--- src/rtl/wake_agg_pkg.sv ---
// Package: shared constants for the wake-up aggregator.
// Assumes byte addressing with 32-bit aligned registers.
package wake_agg_pkg;
    localparam int WORD_W     = 32;
    localparam int GROUP_W    = 8;
    localparam int PEND_BASE  = 'h10;
    localparam int EN_BASE    = 'h40;
    localparam int MUXEN_BASE = 'hC0;
endpackage

--- src/rtl/wake_mux_group.sv ---
// Module: wake_mux_group
// Reduces one group of muxed lines to a single top-level source bit.
// Each line is gated by its own mux-enable bit. The module is purely combinational.
module wake_mux_group #(
    parameter int GROUP_W = 8
) (
    input  logic [GROUP_W-1:0] lines,
    input  logic [GROUP_W-1:0] line_en,
    output logic               hit
);
    // gate each line by its enable, then OR the group
    always_comb hit = |(lines & line_en);
endmodule

--- src/rtl/wake_reg_bank.sv ---
// Module: wake_reg_bank
// Holds the enable and mux-enable words, decodes the register port and
// produces registered read data and the NMI clear strobe.
// Assumes TOP_BITS and MUX_BITS are multiples of 32. Pending data is supplied by the parent.
module wake_reg_bank
    import wake_agg_pkg::*;
#(
    parameter int TOP_BITS = 64,
    parameter int MUX_BITS = 128,
    parameter int ADDR_W   = 8
) (
    input  logic                clk,
    input  logic                rst_n,
    input  logic                bus_wr,
    input  logic                bus_rd,
    input  logic [ADDR_W-1:0]   bus_addr,
    input  logic [WORD_W-1:0]   bus_wdata,
    input  logic [TOP_BITS-1:0] pending,
    output logic [TOP_BITS-1:0] irq_en,
    output logic [MUX_BITS-1:0] mux_en,
    output logic [WORD_W-1:0]   bus_rdata,
    output logic                nmi_clr
);
    localparam int TOP_WORDS = TOP_BITS / WORD_W;
    localparam int MUX_WORDS = MUX_BITS / WORD_W;

    logic [WORD_W-1:0] en_words  [TOP_WORDS];
    logic [WORD_W-1:0] mux_words [MUX_WORDS];
    logic [WORD_W-1:0] rd_word;
    logic              addr_known;

    generate
        for (genvar w = 0; w < TOP_WORDS; w++) begin : g_en
            localparam logic [ADDR_W-1:0] ADDR = ADDR_W'(EN_BASE + 4 * w);
            // enable word storage, cleared by reset
            always_ff @(posedge clk) begin
                if (!rst_n)                         en_words[w] <= '0;
                else if (bus_wr && bus_addr == ADDR) en_words[w] <= bus_wdata;
            end
            assign irq_en[w*WORD_W +: WORD_W] = en_words[w];
        end
        for (genvar w = 0; w < MUX_WORDS; w++) begin : g_mux
            localparam logic [ADDR_W-1:0] ADDR = ADDR_W'(MUXEN_BASE + 4 * w);
            // mux-enable word storage, cleared by reset
            always_ff @(posedge clk) begin
                if (!rst_n)                         mux_words[w] <= '0;
                else if (bus_wr && bus_addr == ADDR) mux_words[w] <= bus_wdata;
            end
            assign mux_en[w*WORD_W +: WORD_W] = mux_words[w];
        end
    endgenerate

    // read multiplexer; undefined offsets give zero
    always_comb begin
        rd_word    = '0;
        addr_known = 1'b0;
        for (int w = 0; w < TOP_WORDS; w++) begin
            if (bus_addr == ADDR_W'(PEND_BASE + 4 * w)) begin
                rd_word    = pending[w*WORD_W +: WORD_W];
                addr_known = 1'b1;
            end
            if (bus_addr == ADDR_W'(EN_BASE + 4 * w)) begin
                rd_word    = en_words[w];
                addr_known = 1'b1;
            end
        end
        for (int w = 0; w < MUX_WORDS; w++) begin
            if (bus_addr == ADDR_W'(MUXEN_BASE + 4 * w)) begin
                rd_word    = mux_words[w];
                addr_known = 1'b1;
            end
        end
    end

    // registered read data, held between reads
    always_ff @(posedge clk) begin
        if (!rst_n)      bus_rdata <= '0;
        else if (bus_rd) bus_rdata <= rd_word;
    end

    // one-cycle clear strobe toward the external NMI latch
    always_ff @(posedge clk) begin
        if (!rst_n) nmi_clr <= 1'b0;
        else        nmi_clr <= bus_wr && bus_addr == ADDR_W'(PEND_BASE) && bus_wdata[0];
    end


    rst_clear_chk: assert property (@(posedge clk) disable iff (!rst_n)
        $rose(rst_n) |-> (irq_en == '0 && mux_en == '0 && !nmi_clr));


    rd_latency_chk: assert property (@(posedge clk) disable iff (!rst_n)
        (bus_rd && bus_addr == ADDR_W'(EN_BASE)) |=> bus_rdata == $past(irq_en[WORD_W-1:0]));


    nmi_clr_src_chk: assert property (@(posedge clk) disable iff (!rst_n)
        nmi_clr |-> $past(bus_wr && bus_addr == ADDR_W'(PEND_BASE) && bus_wdata[0]));


    undef_write_chk: assert property (@(posedge clk) disable iff (!rst_n)
        (bus_wr && !addr_known) |=> ($stable(irq_en) && $stable(mux_en)));
endmodule

--- src/rtl/wake_aggregator.sv ---
// Module: wake_aggregator (top)
// Builds the top-level source vector from the NMI level, the direct lines and
// the muxed groups, masks it with the enables and drives a registered wake output.
// Assumes FIRST_MUX + NUM_GROUPS <= TOP_BITS and NUM_GROUPS*8 <= MUX_BITS.
module wake_aggregator
    import wake_agg_pkg::*;
#(
    parameter int TOP_BITS   = 64,
    parameter int MUX_BITS   = 128,
    parameter int FIRST_MUX  = 19,
    parameter int NUM_GROUPS = 13,
    parameter int ADDR_W     = 8
) (
    input  logic                          clk,
    input  logic                          rst_n,
    input  logic                          nmi_in,
    input  logic [FIRST_MUX-2:0]          direct_in,
    input  logic [NUM_GROUPS*GROUP_W-1:0] mux_in,
    input  logic                          bus_wr,
    input  logic                          bus_rd,
    input  logic [ADDR_W-1:0]             bus_addr,
    input  logic [WORD_W-1:0]             bus_wdata,
    output logic [WORD_W-1:0]             bus_rdata,
    output logic                          wake_o,
    output logic                          nmi_clr_o
);
    localparam int MUX_LINES = NUM_GROUPS * GROUP_W;

    logic [TOP_BITS-1:0]   raw;
    logic [TOP_BITS-1:0]   pending;
    logic [TOP_BITS-1:0]   irq_en;
    logic [MUX_BITS-1:0]   mux_en;
    logic [NUM_GROUPS-1:0] group_hit;

    generate
        for (genvar g = 0; g < NUM_GROUPS; g++) begin : g_grp
            wake_mux_group #(.GROUP_W(GROUP_W)) i_grp (
                .lines   (mux_in[g*GROUP_W +: GROUP_W]),
                .line_en (mux_en[g*GROUP_W +: GROUP_W]),
                .hit     (group_hit[g])
            );
        end
    endgenerate

    // assemble top-level sources; unused upper bits stay zero
    always_comb begin
        raw = '0;
        raw[0] = nmi_in;
        raw[FIRST_MUX-1:1] = direct_in;
        raw[FIRST_MUX +: NUM_GROUPS] = group_hit;
    end

    // pending view: source level qualified by its enable
    always_comb pending = raw & irq_en;

    wake_reg_bank #(
        .TOP_BITS (TOP_BITS),
        .MUX_BITS (MUX_BITS),
        .ADDR_W   (ADDR_W)
    ) i_regs (
        .clk       (clk),
        .rst_n     (rst_n),
        .bus_wr    (bus_wr),
        .bus_rd    (bus_rd),
        .bus_addr  (bus_addr),
        .bus_wdata (bus_wdata),
        .pending   (pending),
        .irq_en    (irq_en),
        .mux_en    (mux_en),
        .bus_rdata (bus_rdata),
        .nmi_clr   (nmi_clr_o)
    );

    // registered wake request
    always_ff @(posedge clk) begin
        if (!rst_n) wake_o <= 1'b0;
        else        wake_o <= |pending;
    end


    wake_idle_chk: assert property (@(posedge clk) disable iff (!rst_n)
        ($past(irq_en) == '0) |-> !wake_o);


    mux_gate_chk: assert property (@(posedge clk) disable iff (!rst_n)
        (mux_en[MUX_LINES-1:0] == '0) |-> (pending[TOP_BITS-1:FIRST_MUX] == '0));


    wake_rst_chk: assert property (@(posedge clk) disable iff (!rst_n)
        $rose(rst_n) |-> (!wake_o && !nmi_clr_o));
endmodule

--- config.mk ---
export PLATFORM = sky130hd
export DESIGN_NAME = wake_aggregator
export DESIGN_NICKNAME = d
export VERILOG_FILES = /design/src/rtl/wake_agg_pkg.sv /design/src/rtl/wake_mux_group.sv /design/src/rtl/wake_reg_bank.sv /design/src/rtl/wake_aggregator.sv
export SDC_FILE = /design/constraint.sdc
export NUM_CORES = 1
export LEC_CHECK = 0
export BUFFER_PORTS_ARGS = -buffer_cell sky130_fd_sc_hd__buf_4
export CAP_MARGIN = 30
export CORE_MARGIN = 2
export CORE_UTILIZATION = 45
export CTS_CLUSTER_SIZE = 20
export DETAILED_ROUTE_END_ITERATION = 8
export PLACE_DENSITY = 0.66
export RECOVER_POWER = 25
export SLEW_MARGIN = 20
export SYNTH_ARGS = -nofsm -noshare
export SYNTH_HDL_FRONTEND = slang
export SYNTH_HIERARCHICAL = 1
export SYNTH_SLANG_ARGS = --single-unit
--- constraint.sdc ---
create_clock -name clk -period 11.4 [get_ports clk]
set_input_delay 0.57 -clock clk [delete_from_list [all_inputs] [get_ports clk]]
set_output_delay 0.57 -clock clk [all_outputs]
set_load 0.05 [all_outputs]
==> results of run 1 <==
[layout make-up]
cell class	count	share of cell area
diodes	1	0.000177
clock buffers	32	0.0482
clock inverters	12	0.00778
inverters	14	0.00371
multi-input cells	771	0.345
flip-flops and latches	226	0.455
well taps	330	0.0292
repair buffers	228	0.110
[cell families after synthesis]
logic type      Yosys count
simple gates            438
compound gates          290
flops                   226
buf+inv                  95
mux                      11
other cells               1
[sequential cells by signal, indices dropped and copies added (netlist names)]
| name | count |
|---|---|
| i_regs/bus_rdata | 32 |
| i_regs/nmi_clr | 1 |
| wake_o | 1 |
| i_regs/en_words | 64 |
| i_regs/mux_words | 128 |
[worst paths after layout]
kind / start / to / slack [ns] / cells past startpoint
worst min register to register: i_regs/bus_rdata[5] / i_regs/bus_rdata[5] / 0.51 / 2
worst max-delay path: bus_addr[7] / i_regs/en_words[0][20] / 6.64 / 5
worst min-delay path: bus_wdata[15] / i_regs/mux_words[2][15] / 0.37 / 2
worst max register to register: i_regs/mux_words[1][11] / wake_o / 8.50 / 6
[worst register-to-register path, delay by kind of cell (launching register included)]
kind | cells | cell delay [ns]
and+or+nand+nor | 4 | 1.60
AOI/OAI and AO/OA | 2 | 0.71
DFF | 1 | 0.46
[synth_stat cells, drive strengths merged, types with 2 or more instances]
cell and count:
a211oi 5, buf 18, nor4b 3, and2 224, a2bb2oi 28, o211ai 6
nor3b 12, inv 14, a21o 14, o2bb2ai 4, a31oi 6, and3 2
o221ai 16, nor4 10, o31ai 2, nand2 44, a22o 10, nand3 28
a221oi 10, nor3 12, a21oi 44, clkbuf 63, or4b 3, or2 5
mux2i 11, nand4 13, a22oi 69, o21ai 35, or4 9, nor2b 2
nand2b 11, edfxtp 192, dfxtp 34, o22ai 27, a222oi 10, nor2 57
[where the power goes]
part	internal [mW]	total [mW]	switching [mW]
logic	0.0790	0.199	0.120
clock network	0.464	0.791	0.327
registers	0.935	0.961	0.0258
[layer usage]
metal | part of all wire | routed length, um | vias to the layer above | track usage
li1 | - | - | 4382 | -
met1 | 0.39 | 15900 | 4752 | 0.406
met2 | 0.47 | 19300 | 587 | 0.498
met3 | 0.10 | 4100 | 80 | 0.0432
met4 | 0.037 | 1520 | 0 | 0.107
met5 | 0 | 0 | - | 0
[cell usage in the layout (no fill, tap or decap), types with 16 or more instances in the layout]
| cell type | count |
|---|---|
| edfxtp_1 | 192 |
| and2_1 | 190 |
| buf_4 | 186 |
| a22oi_1 | 69 |
| nor2_1 | 54 |
| clkbuf_1 | 44 |
| nand2_1 | 44 |
| a21oi_1 | 44 |
| dfxtp_1 | 34 |
| and2_0 | 33 |
| o21ai_0 | 32 |
| conb_1 | 32 |
| nand3_1 | 28 |
| a2bb2oi_1 | 28 |
| o22ai_1 | 27 |
| clkbuf_16 | 25 |
| o221ai_1 | 16 |
==> results.ini, run 1 <==
[sta]
rsz0062_at_grt = false
finalCriticalPeriod_ns = 4.76
layout_setup_ws_ns = 6.64
fmax_mhz = 210
tns_ns = 0
report.final.slew_viol_count = 26
slew_headroom = -0.808
hold_slack_ns = 0.365
tightest_slew_ns = 2.69
fin_crit_sh = 0.417
finalSetupViolations = 0
clock_skew_ns = 0.0100
hold_violations = 0

[logic_synthesis]
yosysTopAreaCell = edfxtp_1
synth_xor_area_frac = 0
synth_seq_cells = 226
synthMuxAreaShare = 0.00953
synthCells = 1061
dominantRegCellSynth = edfxtp_1
synth_top_cells_by_area = edfxtp_1 50%, and2_1 12%, dfxtp_1 5.9%, a22oi_1 4.5%, a2bb2oi_1 2.1%
avgSynthCellArea_um2 = 10.9
synth-compound-area-share = 0.178
yosysSeqAreaShare = 0.558
synth_edf_count = 192
yosysUniqueCellTypes = 53
synthAdderAreaFrac = 0
synth_top_family_by_area = simple AND/OR/NAND/NOR gates
yosys_warnings = 6
synth_top_area_frac = 0.499
syn_area_mm2 = 0.0116
postSynth.asyncResetShare = 0
synthSimpleGateAreaFrac = 0.220

[critical_path]
cp.arrival_ns = 4.95
crit_fanout = 20
path_common_cell = clkbuf_1
worst_setup_path_end_kind = flop
critical-path-top-delay-family = compound AO/OA/AOI/OAI gates
crit_slowest_cell = o31ai_1
criticalPathCategory = in2reg
required_ns = 11.60
start_kind = input port
cpPeakStageDelay_ns = 2.25
critical_path_buf_inv_count = 3
path_cells = clkbuf_1 > or4b_1 > clkbuf_1 > o31ai_1 > buf_4

[floorplanning]
start_util = 0.459
dieArea_mm2 = 0.0270
chipWidth_um = 164
coreArea_mm2 = 0.0252
top_level_ports = 201
rows = 58
die_h_um = 164

[status]
failed_checks = capacitance limit, slew limit
outcome = complete, but fails checks

[global_route]
antenna_found_initial = 1
grt_usage = 0.302
grt_pass1_wl_mm = 59.7
grt_max_degree = 77
overflow = 0
grt_pass1_vias = 9622

[clock_tree]
cts_hold_buf = 0
cts_resized = 0
cts_made_buffers = 24
clockBufferDepth = 3
cts_tree = built
worstSkewPairLatency_ns = 0.53
path_clk_slew_ns = 0.06
post-cts-setup-buffers = 0
clkSinkCount = 226
h-tree-depth = 1
root_buffer = clkbuf_16

[drt]
viasPerCell = 6.07
wl_mm = 40.7
via_count = 9801
drtAntennaViolNets = 0
drc_errors = 0
routedWlPerCell_um = 25.2
drt_pass1_iterations = 7
drtIter0Drc = 1241

[finish]
nNetsFinal = 1432
area_growth_pct = 22.5
multiInputGateArea_mm2 = 0.00488
fin_cells = 1614
regArea_mm2 = 0.00645
postLayoutCoreUtil = 0.562
drive_gt1_frac = 0.192
finalInstanceArea_mm2 = 0.0142
fillers = 2225

[power]
power_density_mw_per_mm2 = 138
total_power_mw = 1.95
p_leak_nw = 5.16
peakVddDrop_v = 0.0000870

[place]
dpl_worst_slack_ns = 7.05
gp_congestion = 0.885
placed_cells = 1569
hpwl_mm = 28.4
place_area_mm2 = 0.0135
io_buffers = 200

[job]
drv_cap = 2

[worst_hold_path]
worstHoldPathType = in2reg

No activity file was read; power rests on OpenSTA's default activity.
==> run 2, diff against run 1 <==
- clock period: 11.4 -> 4.4 ns (I/O delays scaled with it)
==> run 2 against run 1 <==
Compared with the run above: the run now ends clean; hold slack got worse by 0.34 ns; critical path depth rose by 1; count of clock-buffer cells in the layout rose by 1; combinational power rose to 2.6 times the previous value; cell count did not move; die area did not move; sequential power rose to 2.6 times the previous value; sequential share of layout area fell by 0.37 points; power rose to 2.6 times the previous value; critical path type unchanged.
==> results.ini, run 2 (synthesis results as in run 1) <==
[finish]
final_common_cell = edfxtp_1
n_antenna_cell = 0
postLayoutCoreUtil = 0.567
nNetsFinal = 1435
finalInstanceArea_mm2 = 0.0143
largest_registers = i_regs/mux_words x128, i_regs/en_words x64, i_regs/bus_rdata x32
fin_cells = 1614
largest_register_ffs = 128
layout_common_cells = 192 x edfxtp_1, 188 x and2_1, 185 x buf_4
area_growth_pct = 23.5
drive_gt1_frac = 0.195
top_register = i_regs/mux_words

[drt]
drc_errors = 0
routedWlPerCell_um = 24.9
drtAntennaViolNets = 0
viasPerCell = 6.02
drt_pass1_iterations = 6
via_count = 9711
wl_mm = 40.1
drtIter0Drc = 1303

[sta]
clock_skew_ns = 0.00906
tns_ns = 0
rsz0062_at_grt = false
finalSetupViolations = 0
tightest_slew_ns = 1.07
fin_crit_sh = 0.717
fmax_mhz = 317
finalCriticalPeriod_ns = 3.16
report.final.slew_viol_count = 0
slew_headroom = 0.286
hold_violations = 0

[global_route]
grt_pass1_wl_mm = 58.3
grt_max_degree = 77
overflow = 0
antenna_found_initial = 1
grt_usage = 0.294
grt_pass1_vias = 9536

[power]
total_power_mw = 5.14
power_density_mw_per_mm2 = 360
p_leak_nw = 5.21
peakVddDrop_v = 0.000220

[place]
placed_cells = 1569
gp_congestion = 0.918
io_buffers = 200
hpwl_mm = 27.6
place_area_mm2 = 0.0136

[clock_tree]
h-tree-depth = 1
cts_made_buffers = 25
cts_hold_buf = 0
clkSinkCount = 226
path_clk_slew_ns = 0.06
clockBufferDepth = 3
cts_resized = 0
cts_tree = built
post-cts-setup-buffers = 0
worstSkewPairLatency_ns = 0.52
root_buffer = clkbuf_16

[critical_path]
criticalPathCategory = in2reg
required_ns = 4.79
startpoint = bus_addr[7]
start_kind = input port
crit_fanout = 19
ff2ff_path_depth = 6
reg2reg_slack_ns = 1.80
worst_setup_path_end_kind = flop
r2r_end = wake_o
rr_startpoint = i_regs/mux_words[1][13]
cp.arrival_ns = 3.54

[floorplanning]
start_util = 0.459
top_level_ports = 201
coreArea_mm2 = 0.0252
chipWidth_um = 164
rows = 58
die_h_um = 164
dieArea_mm2 = 0.0270

[worst_hold_path]
hp-start = bus_wdata[22]
worstHoldEndpoint = i_regs/mux_words[3][22]
whs_path_depth = 2
worstHoldPathType = in2reg

[status]
outcome = complete, no violations

[job]
drv_cap = 0

[run 2: cell types whose count changed in the layout (fill, tap and decap cells not counted), moves of 2 or more]
cell | before | now
and2_0 | 33 | 35
and2_1 | 190 | 188
buf_12 | 0 | 3
clkinv_1 | 4 | 1
clkinvlp_4 | 2 | 0
o31ai_1 | 2 | 0
o31ai_4 | 0 | 2
[run 2: worst max-delay path by stage]
stage / cells after the start / end / slack, ns
CTS: 6 / wake_o / 1.83
floorplan: 6 / i_regs/en_words[0][0] / 0.12
detailed placement: 4 / i_regs/en_words[0][18] / 1.49
global placement: 4 / i_regs/en_words[0][20] / 1.52
finish: 6 / i_regs/mux_words[1][9] / 1.24
global route: 6 / i_regs/mux_words[1][12] / 1.13
[run 2: stage by stage]
step	hold WS, ns	setup slack (ns)
floorplan	0.351	0.120
global placement	0.494	1.52
detailed placement	0.499	1.49
CTS	0.00715	1.83
global route	0.0173	1.13
finish	0.0203	1.24
[run 2: metal layers]
layer | part of all wire | track usage
met1 | 0.39 | 0.388
met2 | 0.47 | 0.485
met3 | 0.095 | 0.0455
met4 | 0.042 | 0.118
met5 | 0.00040 | 0
[run 2: report_power, final]
part           total, mW  internal (mW)  switching [mW]
sequential          2.48           2.42          0.0596
combinational      0.526          0.210           0.316
clock               2.13           1.29           0.842
[run 2: worst max-delay path: stages]
cell,delay [ns]
clkbuf_1,0.77
nand4bb_1,0.76
clkbuf_1,0.43
nor3_1,0.33
clkbuf_1,0.78
and2_1,0.24
[run 2: final cells by class]
class	instances	area (um^2)
well taps	330	413
repair buffers	230	1620
fillers	2206	10900
flip-flops and latches	226	6450
multi-input cells	771	4900
clock buffers	33	696
clock inverters	10	138
inverters	14	52.6
